**src/rtl/subtag_pkg.sv**
```systemverilog
package subtag_pkg;
  localparam int TAG_W   = 3;
  localparam int OFF_W   = 3;
  localparam int MAX_OFF = 8 - TAG_W;

  // Per-word strobes from a stream controller to the datapath.
  typedef struct packed {
    logic             take;    // word accepted this cycle
    logic             first;   // accepted word opens a cell
    logic             hit;     // word holds the tag byte
    logic             early;   // cell closes without the tag byte
    logic             hiByte;  // tag byte sits in the upper half of the word
    logic [OFF_W-1:0] off;     // clamped bit offset of the field
  } strb_t;
endpackage

```
**src/rtl/subtag_ctrl.sv**
```systemverilog
module subtag_ctrl
  import subtag_pkg::*;
#(
  parameter int DATA_W         = 16,
  parameter int MAX_CELL_BYTES = 64,
  localparam int IDX_W         = $clog2(MAX_CELL_BYTES)
) (
  input  logic             clk,
  input  logic             rstN,
  input  logic             inValid,
  input  logic             inReady,
  input  logic             inSoc,
  input  logic             inEoc,
  input  logic [IDX_W-1:0] cfgByteIdx,
  input  logic [OFF_W-1:0] cfgBitOff,
  output strb_t            strb
);
  localparam int BPW        = DATA_W / 8;
  localparam int WORD_SHIFT = $clog2(BPW);
  localparam int MAX_WORDS  = MAX_CELL_BYTES / BPW;
  localparam int WCNT_W     = $clog2(MAX_WORDS) + 1;
  localparam logic [WCNT_W-1:0] CNT_TOP = '1;
  localparam logic [OFF_W-1:0]  OFF_LIM = OFF_W'(MAX_OFF);

  logic              take;
  logic              seenQ;
  logic              seenEff;
  logic              hitNow;
  logic [WCNT_W-1:0] wordCnt;
  logic [WCNT_W-1:0] curWord;
  logic [WCNT_W-1:0] tgtWord;
  logic [IDX_W-1:0]  idxQ;
  logic [IDX_W-1:0]  idxEff;
  logic [OFF_W-1:0]  offQ;
  logic [OFF_W-1:0]  offEff;

  // The start-of-cell word uses the live settings; later words use the copy.
  always_comb begin
    take    = inValid && inReady;
    idxEff  = inSoc ? cfgByteIdx : idxQ;
    offEff  = inSoc ? cfgBitOff : offQ;
    curWord = inSoc ? '0 : wordCnt;
    tgtWord = WCNT_W'(idxEff >> WORD_SHIFT);
    seenEff = inSoc ? 1'b0 : seenQ;
    hitNow  = (curWord == tgtWord) && !seenEff;

    strb.take   = take;
    strb.first  = inSoc;
    strb.hit    = hitNow;
    strb.early  = inEoc && !hitNow && !seenEff;
    strb.hiByte = (BPW > 1) ? ~idxEff[0] : 1'b0;
    strb.off    = (offEff > OFF_LIM) ? OFF_LIM : offEff;
  end

  always_ff @(posedge clk or negedge rstN) begin
    if (!rstN) begin
      wordCnt <= '0;
      seenQ   <= 1'b0;
      idxQ    <= '0;
      offQ    <= '0;
    end else if (take) begin
      wordCnt <= (curWord == CNT_TOP) ? CNT_TOP : curWord + 1'b1;
      seenQ   <= seenEff || hitNow;
      if (inSoc) begin
        idxQ <= cfgByteIdx;
        offQ <= cfgBitOff;
      end
    end
  end
endmodule

```
**src/rtl/subtag_dp.sv**
```systemverilog
module subtag_dp
  import subtag_pkg::*;
#(
  parameter int DATA_W  = 16,
  parameter int PORT_W  = 5,
  localparam int ID_W   = PORT_W + TAG_W
) (
  input  logic              clk,
  input  logic              rstN,
  input  strb_t             exStrb,
  input  strb_t             insStrb,
  input  logic              exInValid,
  output logic              exInReady,
  input  logic [DATA_W-1:0] exInData,
  input  logic              exInSoc,
  input  logic              exInEoc,
  input  logic [PORT_W-1:0] exInPort,
  output logic              exOutValid,
  input  logic              exOutReady,
  output logic [DATA_W-1:0] exOutData,
  output logic              exOutSoc,
  output logic              exOutEoc,
  output logic [ID_W-1:0]   exOutSubId,
  output logic              exOutIdValid,
  output logic              exOutErr,
  input  logic              insInValid,
  output logic              insInReady,
  input  logic [DATA_W-1:0] insInData,
  input  logic              insInSoc,
  input  logic              insInEoc,
  input  logic [ID_W-1:0]   insInSubId,
  output logic              insOutValid,
  input  logic              insOutReady,
  output logic [DATA_W-1:0] insOutData,
  output logic              insOutSoc,
  output logic              insOutEoc,
  output logic [PORT_W-1:0] insOutPort,
  output logic              insOutErr
);
  localparam logic [7:0] TAG_ONES = 8'((1 << TAG_W) - 1);

  function automatic logic [7:0] pickByte(input logic [DATA_W-1:0] word, input logic hi);
    return hi ? word[DATA_W-1 -: 8] : word[7:0];
  endfunction

  logic [7:0]        exByte;
  logic [TAG_W-1:0]  exTag;
  logic [7:0]        insByte;
  logic [7:0]        fieldMask;
  logic [7:0]        newByte;
  logic [DATA_W-1:0] patched;

  assign exInReady  = !exOutValid || exOutReady;
  assign insInReady = !insOutValid || insOutReady;

  always_comb begin
    exByte    = pickByte(exInData, exStrb.hiByte);
    exTag     = TAG_W'(exByte >> exStrb.off);
    insByte   = pickByte(insInData, insStrb.hiByte);
    fieldMask = TAG_ONES << insStrb.off;
    newByte   = (insByte & ~fieldMask) | (8'(insInSubId[ID_W-1 -: TAG_W]) << insStrb.off);
    patched   = insInData;
    if (insStrb.hit) begin
      if (insStrb.hiByte) patched[DATA_W-1 -: 8] = newByte;
      else                patched[7:0]           = newByte;
    end
  end

  // Extract direction: word passes through, identifier follows the cell.
  always_ff @(posedge clk or negedge rstN) begin
    if (!rstN) begin
      exOutValid   <= 1'b0;
      exOutData    <= '0;
      exOutSoc     <= 1'b0;
      exOutEoc     <= 1'b0;
      exOutSubId   <= '0;
      exOutIdValid <= 1'b0;
      exOutErr     <= 1'b0;
    end else begin
      if (exInReady) exOutValid <= exInValid;
      if (exStrb.take) begin
        exOutData <= exInData;
        exOutSoc  <= exInSoc;
        exOutEoc  <= exInEoc;
        exOutErr  <= exStrb.early;
        if (exStrb.hit) begin
          exOutSubId   <= {exTag, exInPort};
          exOutIdValid <= 1'b1;
        end else if (exStrb.first) begin
          exOutSubId   <= '0;
          exOutIdValid <= 1'b0;
        end
      end
    end
  end

  // Insert direction: field written into the chosen byte.
  always_ff @(posedge clk or negedge rstN) begin
    if (!rstN) begin
      insOutValid <= 1'b0;
      insOutData  <= '0;
      insOutSoc   <= 1'b0;
      insOutEoc   <= 1'b0;
      insOutPort  <= '0;
      insOutErr   <= 1'b0;
    end else begin
      if (insInReady) insOutValid <= insInValid;
      if (insStrb.take) begin
        insOutData <= patched;
        insOutSoc  <= insInSoc;
        insOutEoc  <= insInEoc;
        insOutErr  <= insStrb.early;
        if (insStrb.first) insOutPort <= insInSubId[PORT_W-1:0];
      end
    end
  end

  AST_EX_STALL_HOLD: assert property (@(posedge clk) disable iff (!rstN)
    exOutValid && !exOutReady |=> exOutValid && $stable(exOutData) && $stable(exOutSubId));
  AST_INS_STALL_HOLD: assert property (@(posedge clk) disable iff (!rstN)
    insOutValid && !insOutReady |=> insOutValid && $stable(insOutData));
  AST_ID_STICKY: assert property (@(posedge clk) disable iff (!rstN)
    exStrb.take && !exStrb.first && exOutIdValid |=> exOutIdValid && $stable(exOutSubId));
  AST_EX_ERR_AT_EOC: assert property (@(posedge clk) disable iff (!rstN)
    exOutValid && exOutErr |-> exOutEoc && !exOutIdValid);
  AST_INS_ERR_AT_EOC: assert property (@(posedge clk) disable iff (!rstN)
    insOutValid && insOutErr |-> insOutEoc);
  AST_INS_PASS: assert property (@(posedge clk) disable iff (!rstN)
    insStrb.take && !insStrb.hit |=> insOutData == $past(insInData));
  AST_INS_PORT_HELD: assert property (@(posedge clk) disable iff (!rstN)
    insStrb.take && !insStrb.first |=> $stable(insOutPort));
endmodule

```
**src/rtl/subport_tagger.sv**
```systemverilog
module subport_tagger
  import subtag_pkg::*;
#(
  parameter int DATA_W         = 16,
  parameter int MAX_CELL_BYTES = 64,
  parameter int PORT_W         = 5,
  localparam int IDX_W         = $clog2(MAX_CELL_BYTES),
  localparam int ID_W          = PORT_W + TAG_W
) (
  input  logic              clk,
  input  logic              rstN,
  input  logic [IDX_W-1:0]  cfgByteIdx,
  input  logic [OFF_W-1:0]  cfgBitOff,
  input  logic              exInValid,
  output logic              exInReady,
  input  logic [DATA_W-1:0] exInData,
  input  logic              exInSoc,
  input  logic              exInEoc,
  input  logic [PORT_W-1:0] exInPort,
  output logic              exOutValid,
  input  logic              exOutReady,
  output logic [DATA_W-1:0] exOutData,
  output logic              exOutSoc,
  output logic              exOutEoc,
  output logic [ID_W-1:0]   exOutSubId,
  output logic              exOutIdValid,
  output logic              exOutErr,
  input  logic              insInValid,
  output logic              insInReady,
  input  logic [DATA_W-1:0] insInData,
  input  logic              insInSoc,
  input  logic              insInEoc,
  input  logic [ID_W-1:0]   insInSubId,
  output logic              insOutValid,
  input  logic              insOutReady,
  output logic [DATA_W-1:0] insOutData,
  output logic              insOutSoc,
  output logic              insOutEoc,
  output logic [PORT_W-1:0] insOutPort,
  output logic              insOutErr
);
  strb_t exStrb;
  strb_t insStrb;

  subtag_ctrl #(.DATA_W(DATA_W), .MAX_CELL_BYTES(MAX_CELL_BYTES)) u_exCtrl (
    .clk(clk), .rstN(rstN), .inValid(exInValid), .inReady(exInReady),
    .inSoc(exInSoc), .inEoc(exInEoc), .cfgByteIdx(cfgByteIdx),
    .cfgBitOff(cfgBitOff), .strb(exStrb)
  );

  subtag_ctrl #(.DATA_W(DATA_W), .MAX_CELL_BYTES(MAX_CELL_BYTES)) u_insCtrl (
    .clk(clk), .rstN(rstN), .inValid(insInValid), .inReady(insInReady),
    .inSoc(insInSoc), .inEoc(insInEoc), .cfgByteIdx(cfgByteIdx),
    .cfgBitOff(cfgBitOff), .strb(insStrb)
  );

  subtag_dp #(.DATA_W(DATA_W), .PORT_W(PORT_W)) u_dp (
    .clk(clk), .rstN(rstN), .exStrb(exStrb), .insStrb(insStrb),
    .exInValid(exInValid), .exInReady(exInReady), .exInData(exInData),
    .exInSoc(exInSoc), .exInEoc(exInEoc), .exInPort(exInPort),
    .exOutValid(exOutValid), .exOutReady(exOutReady), .exOutData(exOutData),
    .exOutSoc(exOutSoc), .exOutEoc(exOutEoc), .exOutSubId(exOutSubId),
    .exOutIdValid(exOutIdValid), .exOutErr(exOutErr),
    .insInValid(insInValid), .insInReady(insInReady), .insInData(insInData),
    .insInSoc(insInSoc), .insInEoc(insInEoc), .insInSubId(insInSubId),
    .insOutValid(insOutValid), .insOutReady(insOutReady), .insOutData(insOutData),
    .insOutSoc(insOutSoc), .insOutEoc(insOutEoc), .insOutPort(insOutPort),
    .insOutErr(insOutErr)
  );
endmodule

```
**config.mk**
```make
export PLATFORM = sky130hd
export DESIGN_NAME = subport_tagger
export DESIGN_NICKNAME = d
export VERILOG_FILES = /design/src/rtl/subtag_pkg.sv /design/src/rtl/subtag_ctrl.sv /design/src/rtl/subtag_dp.sv /design/src/rtl/subport_tagger.sv
export SDC_FILE = /design/constraint.sdc
export NUM_CORES = 1
export LEC_CHECK = 0
export ABC_AREA = 1
export CAP_MARGIN = 20
export CORE_ASPECT_RATIO = 0.6
export CORE_UTILIZATION = 46
export DETAILED_ROUTE_END_ITERATION = 10
export PLACE_DENSITY_LB_ADDON = 0.12
export SETUP_SLACK_MARGIN = 0.05
export SYNTH_ARGS = -nofsm -noshare
export SYNTH_HDL_FRONTEND = slang
export SYNTH_SLANG_ARGS = --single-unit
```
**constraint.sdc**
```tcl
create_clock -name clk -period 3.4 [get_ports clk]
set_clock_uncertainty 0.2 [all_clocks]
set_input_delay 0.34 -clock clk [delete_from_list [all_inputs] [get_ports clk]]
set_output_delay 0.34 -clock clk [all_outputs]
set_load 0.05 [all_outputs]
```
=== Word level (Yosys, flattened, before mapping) ===
Cells that the tools add are included.

* Equality and inequality tests: 4
* Muxes and demuxes: 21
* Bitwise logic cells: 3
* Divide/modulo/power cells: 0
* Reductions and logical operators: 21
* Shifts and indexed selects: 3
* $mul: 0
* Add/subtract/negate cells: 2
* Magnitude comparators: 2

{| class="wikitable"
|+ Operators by type and width
! cell !! number
|-
| $mux W8 || 6
|-
| $mux W6 || 6
|-
| $mux W16 || 1
|-
| $add A6 B1 Y6 const B || 2
|-
| $eq A6 B5 Y1 || 2
|-
| $eq A6 B6 Y1 const B || 2
|-
| $mux W3 || 4
|-
| $and A8 B8 Y8 || 1
|-
| $logic_and A1 B1 Y1 || 8
|-
| $not A8 Y8 || 1
|-
| $or A8 B8 Y8 || 1
|-
| $shl A3 B3 Y8 || 1
|-
| $shl A3 B3 Y8 const A || 1
|-
| $shr A8 B3 Y3 || 1
|-
| $gt A3 B3 Y1 const B || 2
|-
| $logic_not A1 Y1 || 6
|-
| $logic_or A1 B1 Y1 || 4
|-
| $mux W1 || 4
|-
| $reduce_and A2 Y1 || 2
|-
| $reduce_bool A2 Y1 || 1
|}

* Output and inout bits: 56
* Memory bits (read-only): 0
* Memories kept: 0
* Register bits: 86
* Input bits: 64
* Word-level logic and storage cells: 77
* Bits in latches: 0
* Memory bits (writable): 0

=== Logic depth before layout (Yosys ltp) ===
Gate-level depths: netlist of the first run.

* Word-level depth: 9
* Depth in mapped cells: 15
* Gate-level depth less buffers: 13

=== By module ===
From an unflattened synthesis of the first run, not the netlist that was laid out.

* Cells, all modules: 624
* Area, all modules: 4,803.4 um2

{| class="wikitable"
|+ Modules (own cells, without submodules)
! module !! seq. area each (um2) !! cells an instance !! times used !! area an instance (um2)
|-
| subtag_dp || 1,351.3 || 334 || 1 || 2,791.4
|-
| subtag_ctrl || 400.4 || 145 || 2 || 1,006.0
|}

=== Least setup slack after synthesis of the first run ===
Ideal clock, no wire load.

* Kind: reg-to-reg
* From: register u_dp.insOutValid
* To: register u_insCtrl.wordCnt[4]
* Data arrival time: 1.969 ns
* Slack: 1.092 ns
* Path buffers: 2
* Library setup time: 0.139 ns
* Stages on the path, launching flop included: 8
* Path through: dfrtp_1 nand2_1 nand2_1 clkbuf_1 inv_1 clkbuf_1 o311ai_0 o21ai_0

* Cells in the longest elaborated chain, start to end: 3

{| class="wikitable"
|+ RTL lines
! what !! RTL line !! text
|-
| start: declaration || subtag_dp.sv:32 || <nowiki>output logic insOutValid,</nowiki>
|-
| start signal: assignment || subtag_dp.sv:107 || <nowiki>if (insInReady) insOutValid <= insInValid;</nowiki>
|-
| $logic_not A1 Y1 || subtag_dp.sv:54 || <nowiki>assign insInReady = !insOutValid || insOutReady;</nowiki>
|-
| $logic_or A1 B1 Y1 || subtag_dp.sv:54 ||
|-
| via insInReady || subport_tagger.sv:29 || <nowiki>output logic insInReady,</nowiki>
|-
| $logic_and A1 B1 Y1 || subtag_ctrl.sv:39 || <nowiki>take = inValid && inReady;</nowiki>
|-
| end signal: assignment || subtag_ctrl.sv:62 || <nowiki>wordCnt <= (curWord == CNT_TOP) ? CNT_TOP : curWord + 1'b1;</nowiki>
|-
| end: declaration || subtag_ctrl.sv:29 || <nowiki>logic [WCNT_W-1:0] wordCnt;</nowiki>
|}

The timed path passes the listed nets, and every way through them passes these cells.
A chain may end at the register's enable or synchronous reset.

=== Worst setup path after layout of the first run ===
* From: input insInSoc
* To: register u_dp.insOutData[5]

* Cells in the longest elaborated chain, start to end: 9
* Elaborated cells between the ends (all ways): 17
* Classes of those cells: 1 x order compare; 1 x eq/ne; 2 x shift; 8 x mux; 3 x bitwise; 2 x reduce/logical

{| class="wikitable"
|+ RTL lines
! what !! RTL line !! text
|-
| start: declaration || subport_tagger.sv:31 || <nowiki>input logic insInSoc,</nowiki>
|-
| $mux W3 || subtag_ctrl.sv:41 || <nowiki>offEff = inSoc ? cfgBitOff : offQ;</nowiki>
|-
| $gt A3 B3 Y1 || subtag_ctrl.sv:52 || <nowiki>strb.off = (offEff > OFF_LIM) ? OFF_LIM : offEff;</nowiki>
|-
| $mux W3 || subtag_ctrl.sv:52 ||
|-
| $shl A3 B3 Y8 || subtag_dp.sv:60 || <nowiki>fieldMask = TAG_ONES << insStrb.off;</nowiki>
|-
| $not A8 Y8 || subtag_dp.sv:61 || <nowiki>newByte = (insByte & ~fieldMask) | (8'(insInSubId[ID_W-1 -: TAG_W]) << insStrb.off);</nowiki>
|-
| $and A8 B8 Y8 || subtag_dp.sv:61 ||
|-
| $or A8 B8 Y8 || subtag_dp.sv:61 ||
|-
| $mux W8 || subtag_dp.sv:64 || <nowiki>if (insStrb.hiByte) patched[DATA_W-1 -: 8] = newByte;</nowiki>
|-
| $mux W16 (*) || subtag_dp.sv:63 || <nowiki>if (insStrb.hit) begin</nowiki>
|-
| end signal: assignment || subtag_dp.sv:109 || <nowiki>insOutData <= patched;</nowiki>
|-
| end: declaration || subtag_dp.sv:34 || <nowiki>output logic [DATA_W-1:0] insOutData,</nowiki>
|}

Mark *: on every way between the ends. The rest lies on a longest branch, timed or not.

==> results.sh, run 1 <==
export IMPL_status="finished clean"
export IMPL_placement_setup_worst_slack_ps=510.9
export IMPL_overflow=0
export IMPL_tritoncts="done"
export IMPL_fmax_achieved_mhz=386.6
export IMPL_yosysUniqueCellTypes=36
export IMPL_timing_final_crit_share_pct=76.07
export IMPL_final_setup_viol_count=0
export IMPL_vias=4817
export IMPL_yosys_area_share_adder_pct=0.5048
export IMPL_synth_simple_gate_area_share_pct=37.08
export IMPL_die_h_um=82.41
export IMPL_synth_sequential_area_ratio_pct=43.41
export IMPL_critical_path_arrival_ps=2620
export IMPL_layout_nets=870
export IMPL_cp_common_cell="sky130_fd_sc_hd__nand2_1"
export IMPL_power_share_combinational_pct=35.1
export IMPL_reg2reg_slack_ps=1350
export IMPL_timing_rr_end="u_dp.insOutData[5]"
export IMPL_setup_worst_path_end_class="flip-flop"
export IMPL_root_buffer="sky130_fd_sc_hd__clkbuf_16"
export IMPL_multi_input_area_um2=2315
export IMPL_core_rowCount=28
export IMPL_die_footprint_um2=11210
export IMPL_start_util_pct=48.79
export IMPL_n_fill_cell=898
export IMPL_critical_path_reg2reg_startpoint="u_insCtrl.idxQ[0]"
export IMPL_post_layout_nonfiller_instances=944
export IMPL_max_slew_worst_pin_slew_ps=887.3
export IMPL_crit_path_top_delay_cell="sky130_fd_sc_hd__clkdlybuf4s50_1"
export IMPL_antenna_diode_count=0
export IMPL_worstPathMaxFanout=22
export IMPL_synth_edf_count=0
export IMPL_critPathLaunch="insInSoc"
export IMPL_rsz0062_at_grt="no"
export IMPL_grt_antenna_before_repair=0
export IMPL_post_synth_mux_area_share_pct=0
export IMPL_synth_top_cell_by_area="sky130_fd_sc_hd__dfrtp_1"
export IMPL_area_growth_syn_to_layout_pct=32.10
export IMPL_main_combinational_cell_family_by_area_after_synthesis="simple AND/OR/NAND/NOR gates"
export IMPL_clk_pin_slew_ps=60
export IMPL_drt_total_wl_um=14470
export IMPL_power_internal_mw=2.208
export IMPL_netlist_instances=686
export IMPL_gp_congestion=0.8901
export IMPL_max_transition_viols_final=0
export IMPL_ff_latch_area_um2=2152
export IMPL_totalNegativeSetupSlack_ps=0
export IMPL_final_core_util_pct=64.46
export IMPL_final_setup_worst_slack_ps=813.5
export IMPL_cp_cell_sequence="clkdlybuf4s50_1 -> inv_6 -> nand2_1 -> nand2_4 -> clkinv_1 -> nand2_1 -> inv_1 -> nand2_1 -> nand2_1 -> a21oi_1 -> nand2_1 -> nand3_1 -> nand2_1"
export IMPL_drt_pass1_iter_count=4
export IMPL_share_of_power_burned_in_the_clock_network_pct=28.9
export IMPL_p_total_mw=3.572
export IMPL_net_switching_power_mw=1.364
export IMPL_critical_path_startpoint_type="primary input"
export IMPL_clk_path_buf_depth=2
export IMPL_yosys_top_cells_area="sky130_fd_sc_hd__dfrtp_1 (43%), sky130_fd_sc_hd__nand2_1 (21%), sky130_fd_sc_hd__inv_1 (6.1%)"
export IMPL_start_to_end_type_of_the_worst_setup_path="primary input to flip-flop"
export IMPL_synthesized_area_per_cell_um2=7.226
export IMPL_port_buffers=119
export IMPL_drt_iter0_drc=358
export IMPL_reg2regPathDepth=10
export IMPL_worst_min_path_start="u_dp.exOutData[6]"
export IMPL_synth_seq_cells=86
export IMPL_power_frac_seq_pct=35.9
export IMPL_overall_track_demand_over_capacity_in_global_routing_pct=27.94
export IMPL_timing_final_hold_violations=0
export IMPL_tritoncts_num_buffers=9
export IMPL_post_route_cells_drive_above_1_share_pct=8.529
export IMPL_worstSkewPairLatency_ps=340
export IMPL_routed_antenna_nets=0
export IMPL_power_switching_fraction_pct=38.20
export IMPL_fp_dieW_um=136.0
export IMPL_synthesis_nets=752
export IMPL_whs_endpoint="u_dp.exOutData[6]"
export IMPL_floorplan_io_pins=120
export IMPL_synthesized_area_fraction_occupied_by_ao_oa_aoi_and_oai_cells_pct=8.758
export IMPL_vias_per_instance=5.103
export IMPL_ys_dominant_reg_cell="sky130_fd_sc_hd__dfrtp_1"
export IMPL_grt_max_degree=70
export IMPL_worst_hold_path_type="flip-flop to flip-flop"
export IMPL_place_hpwl_um=10950
export IMPL_synth_async_reset_ratio_pct=100.0
export IMPL_synth_xor_area_share_pct=0.3534
export IMPL_placed_cells_incl_taps=927
export IMPL_min_path_cells=2
export IMPL_relSlewSlack_pct=40.85
export IMPL_ctsHtreeMaxLevel=3
export IMPL_drv_max_cap_violation_count=0
export IMPL_peak_supply_drop_mv=0.2849
export IMPL_leakage_nw=3.330
export IMPL_grt_pass1_wl_um=23580
export IMPL_power_density_nw_per_um2=545.4
export IMPL_core_area_um2=10160
export IMPL_cts_sinks=86
export IMPL_cpPeakStageDelay_ps=610
export IMPL_synth_largest_type_area_fraction_pct=43.41
export IMPL_final_min_clock_period_ps=2586
export IMPL_drc=0
export IMPL_synth_cell_area_um2=4957
export IMPL_grt_pass1_vias=4635
export IMPL_critical_path_required_ps=3430
export IMPL_synth_yosys_warnings=0
export IMPL_routedWlPerCell_um=15.33
[sequential cells by signal, summed over array words and instances (netlist names), 3 cells and up]
register / cells
u_dp.exOutData: 16
u_dp.exOutSubId: 8
u_dp.insOutData: 16
u_dp.insOutPort: 5
u_exCtrl.idxQ: 6
u_exCtrl.offQ: 3
u_exCtrl.wordCnt: 6
u_insCtrl.idxQ: 6
u_insCtrl.offQ: 3
u_insCtrl.wordCnt: 6
[cells in the final DEF, fill, tap and decap left out, drive strengths merged]
master           n
nand2          300
clkdlybuf4s50  118
dfrtp           86
inv             84
nand3           62
o21ai           58
nor2            30
clkbuf          12
a21oi           11
buf             11
nand4            9
nor3             4
a22oi            4
clkinv           4
o211ai           3
xnor2            2
nand3b           2
ha               2
a31oi            1
a211oi           1
a32o             1
o311ai           1
clkinvlp         1
bufinv           1
dlygate4sd3      1
[stage by stage]
step	instance area (µm²)	hold slack [ps]
finish	6549	277.5
global placement	6227	253.1
floorplan	4957	-155.6
global route	6549	303.2
detailed placement	6227	261.7
CTS	6549	281.2
[synthesized netlist by cell type (all sizes together) (2+ instances only)]
library cell / count
nand2: 300
dfrtp: 86
inv: 84
nand3: 62
o21ai: 58
nor2: 30
buf: 12
a21oi: 11
clkbuf: 11
nand4: 9
a22oi: 4
nor3: 4
o211ai: 3
clkinv: 2
ha: 2
nand3b: 2
xnor2: 2
[final cells by class]
| class | count | share of cell area (%) |
|---|---|---|
| Timing Repair Buffer | 130 | 19.45 |
| Inverter | 86 | 5.006 |
| Tap cell | 135 | 2.579 |
| Clock inverter | 4 | 0.8407 |
| Clock buffer | 12 | 3.917 |
| Multi-Input combinational cell | 491 | 35.35 |
| Sequential cell | 86 | 32.86 |
[critical path, delay by kind of cell]
| family | cells | cell delay, ps |
|---|---|---|
| AO/OA/AOI/OAI | 1 | 300 |
| buffers and inverters | 4 | 1180 |
| AND/OR/NAND/NOR | 8 | 800 |
[layer usage]
| metal | GRT usage [%] | up-vias | part of all wire, % | wire length (µm) |
|---|---|---|---|---|
| met5 | 0 | - | 0 | 0 |
| met4 | 5.333 | 0 | 0.72 | 104 |
| met3 | 7.814 | 9 | 7.9 | 1142 |
| met2 | 39.34 | 177 | 39 | 5694 |
| met1 | 42.13 | 2239 | 52 | 7529 |
| li1 | - | 2392 | - | - |
[power groups by stage]
stage	Sequential, mW	Clock (mW)	Combinational, mW
final	1.28	1.03	1.26
after global routing	1.30	1.10	1.37
after CTS	1.28	1.05	1.25
after detailed placement	1.30	0	1.24
after global placement	1.29	0	1.23
after floorplan	1.60	0	0.499
[worst max path at each step]
stage | to | depth (start not counted)
2_1_floorplan | u_insCtrl.wordCnt[4] | 7
3_5_place_dp | u_dp.insOutData[5] | 13
5_1_grt | u_dp.insOutData[5] | 13
3_3_place_gp | u_dp.insOutData[5] | 13
6_report | u_dp.insOutData[5] | 13
4_1_cts | u_dp.insOutData[5] | 13
[what timing repair did]
| item | CTS | global route |
|---|---|---|
| buffers inserted | 0 | 0 |
| hold buffers | 1 | 0 |
| endpoints found under the hold margin | 67 | 0 |
| resized for setup | 0 | 0 |
[cell families (layout without fill, tap and decap cells)]
group / after synthesis / in the layout
AND/OR/NAND/NOR: 407 / 407
buffers and inverters: 109 / 232
flip-flops: 86 / 86
AO/OA/AOI/OAI: 80 / 80
adder cells (fa/ha/maj): 2 / 2
XOR/XNOR: 2 / 2
No activity file was read; power rests on OpenSTA's default activity.
==> run 2: changes to the inputs <==
Settings changed: CORE_UTILIZATION 46 to 45.
Clock period 3.4 ns to 2.35 ns, I/O delays scaled along.
==> results.sh, run 2 (synthesis gave the netlist of run 1 again) <==
export IMPL_hold_ws_ps=190.2
export IMPL_timing_final_hold_violations=0
export IMPL_worst_path_buf_inv=4
export IMPL_crit_family="simple AND/OR/NAND/NOR gates"
export IMPL_clk_path_buf_depth=2
export IMPL_routedWlPerCell_um=13.79
export IMPL_overall_track_demand_over_capacity_in_global_routing_pct=25.60
export IMPL_cts_setup_buffers=0
export IMPL_overflow=0
export IMPL_crit_path_top_delay_cell="sky130_fd_sc_hd__clkdlybuf4s50_1"
export IMPL_leakage_nw=3.472
export IMPL_port_buffers=119
export IMPL_fp_dieW_um=137.5
export IMPL_area_growth_syn_to_layout_pct=37.23
export IMPL_place_hpwl_um=10430
export IMPL_p_total_mw=5.060
export IMPL_antenna_diode_count=0
export IMPL_clk_pin_slew_ps=70
export IMPL_status="finished clean"
export IMPL_cts_sinks=86
export IMPL_cpPeakStageDelay_ps=460
export IMPL_peak_supply_drop_mv=0.3944
export IMPL_layout_common_cells="sky130_fd_sc_hd__nand2_1 (280), sky130_fd_sc_hd__clkdlybuf4s50_1 (116), sky130_fd_sc_hd__dfrtp_1 (86), sky130_fd_sc_hd__inv_1 (81)"
export IMPL_grt_pass1_wl_um=22960
export IMPL_power_density_nw_per_um2=743.8
export IMPL_gp_congestion=0.9375
export IMPL_drc=0
export IMPL_worstSkewPairLatency_ps=340
export IMPL_setup_worst_path_end_class="flip-flop"
export IMPL_final_core_util_pct=63.99
export IMPL_final_min_clock_period_ps=2088
export IMPL_final_setup_worst_slack_ps=261.7
export IMPL_routed_antenna_nets=0
export IMPL_critical_path_arrival_ps=2110
export IMPL_rsz0062_at_grt="no"
export IMPL_grt_pass1_vias=4692
export IMPL_top_regs="u_dp.exOutData (16), u_dp.insOutData (16), u_dp.exOutSubId (8)"
export IMPL_core_area_um2=10630
export IMPL_drt_pass1_iter_count=5
export IMPL_grt_max_degree=36
export IMPL_die_footprint_um2=11450
export IMPL_vias=4860
export IMPL_placement_setup_worst_slack_ps=-84.59
export IMPL_drv_max_cap_violation_count=0
export IMPL_max_slew_worst_pin_slew_ps=530.3
export IMPL_max_transition_viols_final=0
export IMPL_die_h_um=83.30
export IMPL_root_buffer="sky130_fd_sc_hd__clkbuf_16"
export IMPL_critical_path_required_ps=2370
export IMPL_n_fill_cell=941
export IMPL_final_setup_viol_count=0
export IMPL_worstPathMaxFanout=16
export IMPL_start_util_pct=46.63
export IMPL_worst_hold_path_type="primary input to asynchronous set/reset pin"
export IMPL_tritoncts="done"
export IMPL_core_rowCount=29
export IMPL_relSlewSlack_pct=64.54
export IMPL_fmax_achieved_mhz=478.9
export IMPL_cp_cell_sequence="clkdlybuf4s50_1 -> buf_12 -> inv_6 -> buf_4 -> nand2_2 -> nand3_2 -> nand2_2 -> nor2_4 -> nand3_4 -> nor2_8 -> nand2_1 -> nand3_1 -> nand2_1"
export IMPL_vias_per_instance=4.980
export IMPL_grt_antenna_before_repair=0
export IMPL_timing_final_crit_share_pct=88.87
export IMPL_layout_nets=898
export IMPL_start_to_end_type_of_the_worst_setup_path="primary input to flip-flop"
export IMPL_critical_path_startpoint_type="primary input"
export IMPL_drt_total_wl_um=13460
export IMPL_post_route_cells_drive_above_1_share_pct=12.31
export IMPL_tritoncts_num_buffers=9
export IMPL_ctsHtreeMaxLevel=3
export IMPL_layout_commonest_cell="sky130_fd_sc_hd__nand2_1"
export IMPL_floorplan_io_pins=120
export IMPL_drt_iter0_drc=261
-- run 2: cell types whose count changed in the layout (fill, tap and decap cells not counted), moves of 2 or more --
| cell | previous run | this run |
|---|---|---|
| sky130_fd_sc_hd__nor3_1 | 4 | 2 |
| sky130_fd_sc_hd__clkbuf_8 | 2 | 0 |
| sky130_fd_sc_hd__buf_4 | 11 | 36 |
| sky130_fd_sc_hd__nor3_2 | 0 | 2 |
| sky130_fd_sc_hd__inv_6 | 1 | 4 |
| sky130_fd_sc_hd__clkdlybuf4s50_1 | 118 | 116 |
| sky130_fd_sc_hd__buf_12 | 0 | 5 |
-- run 2: area by class of cell --
type | count | area [µm²] | share of cell area (%)
flip-flops and latches | 86 | 2152 | 31.64
inverters | 86 | 327.8 | 4.819
multi-input cells | 491 | 2327 | 34.21
well taps | 139 | 173.9 | 2.557
clock inverters | 7 | 55.05 | 0.8093
repair buffers | 158 | 1541 | 22.66
clock buffers | 9 | 225.2 | 3.311
-- run 2: final timing paths --
path	cells past startpoint	slack, ps	start	endpoint
worst max-delay path	13	260	insInSoc	u_dp.insOutData[11]
worst min-delay path	2	190	rstN	u_dp.exOutValid
worst max register to register	10	470	u_insCtrl.wordCnt[5]	u_dp.insOutData[11]
worst min register to register	2	270	u_dp.insOutPort[3]	u_dp.insOutPort[3]
max in group asynchronous	3	1080	rstN	u_dp.insOutData[10]
min in group clk	3	230	exInPort[1]	u_dp.exOutSubId[1]
-- run 2: worst reg2reg max path: stages, from the launching register on --
cell and delay, ps:
sky130_fd_sc_hd__dfrtp_1 360, sky130_fd_sc_hd__inv_1 100, sky130_fd_sc_hd__nor2_1 80, sky130_fd_sc_hd__a21oi_1 150
sky130_fd_sc_hd__nand2_2 110, sky130_fd_sc_hd__nor2_8 160, sky130_fd_sc_hd__nand3_4 150, sky130_fd_sc_hd__nor2_8 180
sky130_fd_sc_hd__nand2_1 100, sky130_fd_sc_hd__nand3_1 110, sky130_fd_sc_hd__nand2_1 60
-- run 2: what timing repair did --
item                       CTS  global route
hold buffers                 1             0
resized for setup            0             2
hold endpoints to repair    33             0
setup endpoints to repair    0             3
-- run 2: power breakdown --
| part | total [mW] | switching (mW) | leakage (nW) | internal (mW) |
|---|---|---|---|---|
| clock network | 1.36 | 0.632 | 0.133 | 0.728 |
| logic | 1.85 | 1.19 | 2.27 | 0.658 |
| registers | 1.85 | 0.139 | 1.07 | 1.71 |
-- run 2: metrics by stage --
stage	TNS (ps)	cells	cell area (µm²)
final	0	976	6803
after global routing	0	976	6803
after CTS	0	976	6793
after detailed placement	-747.7	959	6502
after global placement	-349.5	959	6502
after floorplan	0	686	4960
-- run 2: layer usage --
metal | GRT usage, % | share of wire [%] | vias up
met4 | 5.694 | 0.68 | 0
li1 | - | - | 2454
met3 | 5.311 | 6.5 | 9
met1 | 39.55 | 52 | 2241
met2 | 36.09 | 41 | 156
met5 | 0 | 0 | -
